File: config.mk
export PLATFORM = sky130hd
export DESIGN_NAME = mc_ctrl_unit
export DESIGN_NICKNAME = d
export VERILOG_FILES = /design/src/rtl/mc_ctrl_pkg.sv /design/src/rtl/mc_op_classify.sv /design/src/rtl/mc_next_state.sv /design/src/rtl/mc_ctrl_decode.sv /design/src/rtl/mc_ctrl_unit.sv
export SDC_FILE = /design/constraint.sdc
export NUM_CORES = 1
export LEC_CHECK = 0
export ABC_AREA = 1
export BUFFER_PORTS_ARGS = -buffer_cell sky130_fd_sc_hd__buf_2
export CORE_MARGIN = 8
export CORE_UTILIZATION = 45
export CTS_CLUSTER_DIAMETER = 40
export DETAILED_ROUTE_END_ITERATION = 12
export HOLD_SLACK_MARGIN = 0.12
export PLACE_DENSITY = 0.72
export RECOVER_POWER = 25
export SLEW_MARGIN = 5
export SYNTH_ARGS = -nofsm -noshare
export SYNTH_HDL_FRONTEND = slang
export SYNTH_HIERARCHICAL = 1
export SYNTH_SLANG_ARGS = --single-unit
export TNS_END_PERCENT = 50
File: constraint.sdc
create_clock -name clk -period 1.95 [get_ports clk]
set_clock_uncertainty 0.15 [all_clocks]
set_input_delay 0 -clock clk [delete_from_list [all_inputs] [get_ports clk]]
set_output_delay 0 -clock clk [all_outputs]
set_load 0.005 [all_outputs]
File: src/rtl/mc_ctrl_pkg.sv
package mc_ctrl_pkg;

  localparam int ST_W  = 4;
  localparam int SEL_W = 2;

  typedef enum logic [ST_W-1:0] {
    S_FETCH  = 4'd0,
    S_DECODE = 4'd1,
    S_ADDR   = 4'd2,
    S_LDRD   = 4'd3,
    S_LDWB   = 4'd4,
    S_STWR   = 4'd5,
    S_EXEC   = 4'd6,
    S_ALUWB  = 4'd7,
    S_BRANCH = 4'd8,
    S_JUMP   = 4'd9
  } state_t;

  typedef enum logic [2:0] {
    IC_LOAD,
    IC_STORE,
    IC_ALU,
    IC_BRANCH,
    IC_JUMP,
    IC_OTHER
  } iclass_t;

  localparam logic [SEL_W-1:0] BSEL_REG    = 2'd0;
  localparam logic [SEL_W-1:0] BSEL_FOUR   = 2'd1;
  localparam logic [SEL_W-1:0] BSEL_IMM    = 2'd2;
  localparam logic [SEL_W-1:0] BSEL_IMM_SH = 2'd3;

  localparam logic [SEL_W-1:0] AOP_ADD   = 2'd0;
  localparam logic [SEL_W-1:0] AOP_SUB   = 2'd1;
  localparam logic [SEL_W-1:0] AOP_FUNCT = 2'd2;

  localparam logic [SEL_W-1:0] PSEL_ALU = 2'd0;
  localparam logic [SEL_W-1:0] PSEL_OUT = 2'd1;
  localparam logic [SEL_W-1:0] PSEL_JMP = 2'd2;

  typedef struct packed {
    logic             pc_we;
    logic             pc_we_cond;
    logic             addr_sel;
    logic             mem_rd;
    logic             mem_wr;
    logic             ir_we;
    logic             wb_sel;
    logic             rf_we;
    logic             rf_dst;
    logic             alu_a_sel;
    logic [SEL_W-1:0] alu_b_sel;
    logic [SEL_W-1:0] alu_op;
    logic [SEL_W-1:0] pc_sel;
  } ctrl_t;

  localparam ctrl_t CTRL_IDLE = '0;

endpackage

File: src/rtl/mc_op_classify.sv
module mc_op_classify
  import mc_ctrl_pkg::*;
#(
  parameter int              OP_W      = 6,
  parameter logic [OP_W-1:0] OP_LOAD   = 6'h23,
  parameter logic [OP_W-1:0] OP_STORE  = 6'h2B,
  parameter logic [OP_W-1:0] OP_ALU    = 6'h00,
  parameter logic [OP_W-1:0] OP_BRANCH = 6'h04,
  parameter logic [OP_W-1:0] OP_JUMP   = 6'h02
) (
  input  logic [OP_W-1:0] opcode,
  output iclass_t         iclass
);

  always_comb begin
    if (opcode == OP_LOAD)
      iclass = IC_LOAD;
    else if (opcode == OP_STORE)
      iclass = IC_STORE;
    else if (opcode == OP_ALU)
      iclass = IC_ALU;
    else if (opcode == OP_BRANCH)
      iclass = IC_BRANCH;
    else if (opcode == OP_JUMP)
      iclass = IC_JUMP;
    else
      iclass = IC_OTHER;
  end

endmodule

File: src/rtl/mc_next_state.sv
module mc_next_state
  import mc_ctrl_pkg::*;
(
  input  state_t  cur,
  input  iclass_t iclass,
  output state_t  nxt
);

  always_comb begin
    nxt = S_FETCH;
    case (cur)
      S_FETCH:  nxt = S_DECODE;
      S_DECODE: begin
        case (iclass)
          IC_LOAD, IC_STORE: nxt = S_ADDR;
          IC_ALU:            nxt = S_EXEC;
          IC_BRANCH:         nxt = S_BRANCH;
          IC_JUMP:           nxt = S_JUMP;
          default:           nxt = S_FETCH;
        endcase
      end
      S_ADDR: begin
        case (iclass)
          IC_LOAD:  nxt = S_LDRD;
          IC_STORE: nxt = S_STWR;
          default:  nxt = S_FETCH;
        endcase
      end
      S_LDRD:   nxt = S_LDWB;
      S_EXEC:   nxt = S_ALUWB;
      default:  nxt = S_FETCH;
    endcase
  end

endmodule

File: src/rtl/mc_ctrl_decode.sv
module mc_ctrl_decode
  import mc_ctrl_pkg::*;
(
  input  state_t st,
  output ctrl_t  ctl
);

  always_comb begin
    ctl = CTRL_IDLE;
    case (st)
      S_FETCH: begin
        ctl.mem_rd    = 1'b1;
        ctl.ir_we     = 1'b1;
        ctl.pc_we     = 1'b1;
        ctl.alu_b_sel = BSEL_FOUR;
        ctl.alu_op    = AOP_ADD;
        ctl.pc_sel    = PSEL_ALU;
      end
      S_DECODE: begin
        ctl.alu_b_sel = BSEL_IMM_SH;
        ctl.alu_op    = AOP_ADD;
      end
      S_ADDR: begin
        ctl.alu_a_sel = 1'b1;
        ctl.alu_b_sel = BSEL_IMM;
        ctl.alu_op    = AOP_ADD;
      end
      S_LDRD: begin
        ctl.mem_rd   = 1'b1;
        ctl.addr_sel = 1'b1;
      end
      S_LDWB: begin
        ctl.rf_we  = 1'b1;
        ctl.wb_sel = 1'b1;
      end
      S_STWR: begin
        ctl.mem_wr   = 1'b1;
        ctl.addr_sel = 1'b1;
      end
      S_EXEC: begin
        ctl.alu_a_sel = 1'b1;
        ctl.alu_b_sel = BSEL_REG;
        ctl.alu_op    = AOP_FUNCT;
      end
      S_ALUWB: begin
        ctl.rf_we  = 1'b1;
        ctl.rf_dst = 1'b1;
      end
      S_BRANCH: begin
        ctl.pc_we_cond = 1'b1;
        ctl.alu_a_sel  = 1'b1;
        ctl.alu_b_sel  = BSEL_REG;
        ctl.alu_op     = AOP_SUB;
        ctl.pc_sel     = PSEL_OUT;
      end
      S_JUMP: begin
        ctl.pc_we  = 1'b1;
        ctl.pc_sel = PSEL_JMP;
      end
      default: ctl = CTRL_IDLE;
    endcase
  end

endmodule

File: src/rtl/mc_ctrl_unit.sv
module mc_ctrl_unit
  import mc_ctrl_pkg::*;
#(
  parameter int              OP_W      = 6,
  parameter logic [OP_W-1:0] OP_LOAD   = 6'h23,
  parameter logic [OP_W-1:0] OP_STORE  = 6'h2B,
  parameter logic [OP_W-1:0] OP_ALU    = 6'h00,
  parameter logic [OP_W-1:0] OP_BRANCH = 6'h04,
  parameter logic [OP_W-1:0] OP_JUMP   = 6'h02
) (
  input  logic             clk,
  input  logic             rst,
  input  logic [OP_W-1:0]  opcode_i,
  output logic [ST_W-1:0]  state_o,
  output logic             pc_we_o,
  output logic             pc_we_cond_o,
  output logic             addr_sel_o,
  output logic             mem_rd_o,
  output logic             mem_wr_o,
  output logic             ir_we_o,
  output logic             wb_sel_o,
  output logic             rf_we_o,
  output logic             rf_dst_o,
  output logic             alu_a_sel_o,
  output logic [SEL_W-1:0] alu_b_sel_o,
  output logic [SEL_W-1:0] alu_op_o,
  output logic [SEL_W-1:0] pc_sel_o
);

  state_t  state_q;
  state_t  state_nx;
  state_t  state_d;
  iclass_t iclass;
  ctrl_t   ctrl_d;
  ctrl_t   ctrl_q;

  mc_op_classify #(
    .OP_W      (OP_W),
    .OP_LOAD   (OP_LOAD),
    .OP_STORE  (OP_STORE),
    .OP_ALU    (OP_ALU),
    .OP_BRANCH (OP_BRANCH),
    .OP_JUMP   (OP_JUMP)
  ) u_classify (
    .opcode (opcode_i),
    .iclass (iclass)
  );

  mc_next_state u_next (
    .cur    (state_q),
    .iclass (iclass),
    .nxt    (state_nx)
  );

  assign state_d = rst ? S_FETCH : state_nx;

  // Controls are decoded from the next state and registered with it,
  // so outputs leave flops in step with state_o.
  mc_ctrl_decode u_decode (
    .st  (state_d),
    .ctl (ctrl_d)
  );

  always_ff @(posedge clk) begin
    state_q <= state_d;
    ctrl_q  <= ctrl_d;
  end

  assign state_o      = state_q;
  assign pc_we_o      = ctrl_q.pc_we;
  assign pc_we_cond_o = ctrl_q.pc_we_cond;
  assign addr_sel_o   = ctrl_q.addr_sel;
  assign mem_rd_o     = ctrl_q.mem_rd;
  assign mem_wr_o     = ctrl_q.mem_wr;
  assign ir_we_o      = ctrl_q.ir_we;
  assign wb_sel_o     = ctrl_q.wb_sel;
  assign rf_we_o      = ctrl_q.rf_we;
  assign rf_dst_o     = ctrl_q.rf_dst;
  assign alu_a_sel_o  = ctrl_q.alu_a_sel;
  assign alu_b_sel_o  = ctrl_q.alu_b_sel;
  assign alu_op_o     = ctrl_q.alu_op;
  assign pc_sel_o     = ctrl_q.pc_sel;

endmodule

Word-level counts from Yosys, hierarchy flattened
Index checks and enable logic that the tools add are counted.

word-level totals
  flip-flop bits (word level) = 20
  output and inout bits = 20

operators by class
  equal/unequal tests = 21
  mux-type cells = 21
  reductions and logical operators = 10

operator list
  cell                                           count
  one-hot mux 4 bit (5 select lines)             2
  == test 4 x 3 -> 1 bit, second input constant  5
  == test 4 x 2 -> 1 bit, second input constant  4
  one-hot mux 4 bit (4 select lines)             1
  == test 6 bit, second input constant           2
  2-to-1 mux 3 bit                               4
  2-to-1 mux 1 bit                               11
  OR reduction 2 bit                             5
  == test 4 x 1 -> 1 bit, second input constant  2
  == test 4 bit, second input constant           2
  zero test 4 bit                                2
  == test 3 x 2 -> 1 bit, second input constant  2
  == test 6 x 2 -> 1 bit, second input constant  1
  == test 6 x 3 -> 1 bit, second input constant  1
  zero test 6 bit                                1
  one-hot mux 3 bit (2 select lines)             1
  2-to-1 mux 4 bit                               1
  one-hot mux 2 bit (2 select lines)             1
  == test 3 x 1 -> 1 bit, second input constant  1
  == test 3 bit, second input constant           1
  zero test 3 bit                                1
  OR reduction 3 bit                             1

Depth between registers and ports, before layout
  depth in word-level cells = 14
  gate-level depth with buffers = 16

By module
The synthesis kept the hierarchy.

by module, submodules not included
  module          instances  cells each  area an instance (sq um)
  mc_ctrl_unit    1          28          430.4
  mc_next_state   1          37          176.4
  mc_ctrl_decode  1          35          145.1
  mc_op_classify  1          19          77.6

Least setup slack after synthesis
No wires, ideal clock.

  path kind = register to register
  start = register state_q[0], in the netlist state_o[0]
  end = register ctrl_q, in the netlist pc_we_cond_o
  library setup time = 55 ps
  arrival time = 1428 ps
  required time = 1745 ps
  setup slack = 317 ps
  cell stages (with the launch flop) = 11
  cells stage by stage = dfxtp_1 nand2_2 nor2_4 nor3b_2 inv_1 nor2_1 inv_1 nor2_2 nand2_1 inv_1 buf_4

RTL lines
  element                   RTL line            text
  start: declaration        mc_ctrl_unit.sv:30  state_t state_q;
  start signal: assignment  mc_ctrl_unit.sv:65  state_q <= state_d;
  end signal: assignment    mc_ctrl_unit.sv:66  ctrl_q <= ctrl_d;
  end: declaration          mc_ctrl_unit.sv:35  ctrl_t ctrl_q;

==> summary.md <==
| Metric | Value |
|---|---|
| Worst skew pair latency | `290 ps` |
| Initial Utilization | `48.0%` |
| Critical path class | `flop to flop` |
| Fin crit share | `about nine tenths` |
| Crit path buffers/inverters | `3` |
| Vias | `roughly 770` |
| Setup violators final | `0` |
| CP max FO | `5` |
| Per-cell routed wire length | `10.6 microns` |
| Status | `complete, no violations` |
| Post-synth top area share | `approximately half` |
| Cells after Synth | `119` |
| Reg2reg path depth | `9` |
| Wirelength, routed | `between 1.5 and 2 mm` |
| Clock transition at the registers of the reported paths | `110 ps` |
| Reg-to-Reg Start | `state_o[2]` |
| Final hold violation count | `0` |
| Worst-margin pin slew | `399 ps` |
| Synth area leaders | `dfxtp_1 (48%), nand2_1 (12%), inv_1 (11%), nor2_1 (10%), nand3_1 (4.8%)` |
| VDD IR max | `~660 uV` |
| Synth warn | `6` |
| TritonCTS clock tree | `built` |
| Congestion Overflow GR | `0` |
| Rows | `15` |
| Crit path arrival time | `1860 ps` |
| Synth Net Count | `about 130` |
| Worst Path Required | `2050 ps` |
| RSZ-0062 raised after global routing | `no` |
| Multi-input combinational cell area | `about 320 sq um` |
| Relative slew margins | `between 70% and 80%` |
| IO buf count | `27` |
| Power Dens Cells | `around 790 nW/um^2` |
| Initial drt markers | `21` |
| Hold Path Class | `input port to flop` |
| I/O pin count | `28` |
| CTS root buffer | `clkbuf_4` |
| Setup crit end kind | `flop` |
| H-Tree Depth | `1` |
| FILL cells | `183` |
| CP max stage cell | `dfxtp_1` |
| FF+latch area | `roughly 400 sq um` |
| Clk sinks | `20` |
| Mapped cell area | `a little over 800 sq um` |
| Fin cells | `175` |
| DRC | `0` |
| Post-synthesis register bit count | `20` |
| HPWL reported at the end of detailed placement | `~1.5 mm` |
| Mean Syn Cell Area | `roughly 7 sq um` |
| Total track usage | `between 10% and 20%` |
| Die span in y | `~59 microns` |
| ANT cells | `0` |
| 1st-pass router iterations | `4` |
| First-pass GRT wire length | `~3.1 mm` |
| Via density | `between 4 and 5` |
| Nets | `between 150 and 200` |
| Die W | `roughly 60 microns` |
| Placed cell count | `170` |
| Overall power | `a little over 0.0008 W` |
| Crit path to | `mem_wr_o` |
| Area growth, synth to finish | `26.4%` |
| Levels on crit path | `9` |
| Largest net degree at the start of global routing | `13` |
| Yosys top cell by area | `dfxtp_1` |
| Clock buffer count from CTS | `3` |
| Reg-to-reg endpoint | `mem_wr_o` |
| CTS Buffer Depth | `2` |
| Post-DRT Antenna Nets | `0` |
| Post-synthesis cell type count | `14` |
| Initial antenna violation count | `0` |
| R2R setup slack | `about 180 ps` |
| Leak | `~0.60 nW` |
| Largest incremental delay on the critical path | `around 350 ps` |
| DIE AREA | `~3500 sq um` |
| Max cap viols | `0` |
| RePlAce Congestion | `around 0.77` |
| CP cell instances | `nor2_1 > nand4_1 > nand3_1 > inv_1 > nor2_1 > inv_2 > nor2_2 > nand2_1 > inv_1` |
| Vias in the first global route | `around 790` |
| Fin Setup TNS | `0 ps` |
| CP delay by family, top | `simple AND/OR/NAND/NOR gates` |
| Final Slew Violations | `0` |
| CP startpoint | `state_o[2]` |
| Layout cells sized above 1 | `approximately a quarter` |
| CP startpoint kind | `flop` |
| Max Clk Rate | `566 MHz` |
| CORE AREA | `roughly 1700 sq um` |
| Sequential share of the synthesized area | `48.3%` |
| Final min period | `1770 ps` |
-- metrics by stage --
stage | hold slack [ps] | setup slack, ps | util, % | area [sq um]
global placement | 114 | 176 | 57.2 | 988
floorplan | -35.2 | 317 | - | 830
CTS | 158 | 195 | 60.9 | 1050
finish | 163 | 183 | 60.7 | 1050
detailed placement | 127 | 126 | 57.2 | 988
global route | 225 | 8.91 | 60.7 | 1050
-- area by class of cell --
cell class / count / share of cell area, %
clock buffer: 3 / 2.15
clock inverter: 1 / 2.86
sequential: 20 / 38.2
tap: 25 / 2.98
inverter: 27 / 9.67
timing repair buffer: 28 / 13.4
multi-input combinational: 71 / 30.8
-- sequential cells by signal (all words and copies together), names as in the netlist --
signal        cells
addr_sel_o        1
alu_a_sel_o       1
alu_b_sel_o       2
alu_op_o          2
ir_we_o           1
mem_rd_o          1
mem_wr_o          1
pc_sel_o          2
pc_we_cond_o      1
pc_we_o           1
rf_dst_o          1
rf_we_o           1
state_o           4
wb_sel_o          1
-- synthesized netlist by cell type, drive strengths merged --
master / n
inv: 27
nor2: 28
nand2: 27
nor3: 2
nor3b: 1
dfxtp: 20
buf: 1
a21oi: 2
nand3: 8
nand4: 3
-- logic make-up (layout without fill, tap and decap cells) --
kind of cell           Yosys count  count (layout)  share of synthesized area (%)
and+or+nand+nor                 69              69                           37.4
buffers and inverters           28              59                           13.1
DFF                             20              20                           48.3
AOI/OAI and AO/OA                2               2                           1.21
-- how the worst min path moves through the flow --
stage	from	to	slack [ps]	depth (start not counted)
2_1_floorplan	rst	state_o[0]	-40	1
3_3_place_gp	rst	state_o[0]	110	2
3_5_place_dp	rst	state_o[0]	130	2
4_1_cts	opcode_i[3]	state_o[2]	160	8
5_1_grt	opcode_i[3]	state_o[3]	220	6
6_report	opcode_i[3]	state_o[3]	160	6
-- cell usage in the layout, fill, tap and decap left out --
cell type and count:
dlygate4sd3_1 1, clkbuf_4 3, nor2_2 6, nor2_4 1, nor2_1 21, nand2_1 26
dfxtp_1 20, nand3_1 8, clkbuf_1 4, bufinv_16 1, inv_2 2, nor3_1 2
a21oi_1 2, nor3b_2 1, buf_2 23, nand2_2 1, nand4_1 3, inv_1 25
-- tightest hold or removal path: cells and delay by family --
family                 cells  cell delay, ps
buffers and inverters      2             160
AOI/OAI and AO/OA          1             230
and+or+nand+nor            3             180
-- what timing repair did --
action / 4_1_cts / 5_1_grt
resized for setup: 0 / 1
endpoints found under the hold margin: 19 / 0
endpoints found under the setup margin: 0 / 3
hold buffers: 1 / 0
buffers inserted: 0 / 0
-- per-layer routing --
| metal | up-vias | wire length (microns) | global-route usage (%) | share of wire (%) |
|---|---|---|---|---|
| met4 | 0 | 17 | 2.39 | 0.92 |
| met2 | 29 | 905 | 19.8 | 49 |
| li1 | 416 | - | - | - |
| met5 | - | 0 | 0 | 0 |
| met3 | 2 | 138 | 5.00 | 7.5 |
| met1 | 318 | 787 | 12.1 | 43 |
-- report_power, final --
| group | total, W | switching (W) | internal [W] |
|---|---|---|---|
| Clock | 0.000331 | 0.000123 | 0.000208 |
| Sequential | 0.000427 | 0.00000579 | 0.000421 |
| Combinational | 0.0000709 | 0.0000421 | 0.0000287 |
| Total | 0.000829 | 0.000171 | 0.000658 |
Note: power is estimated with default switching activity, not from simulation.
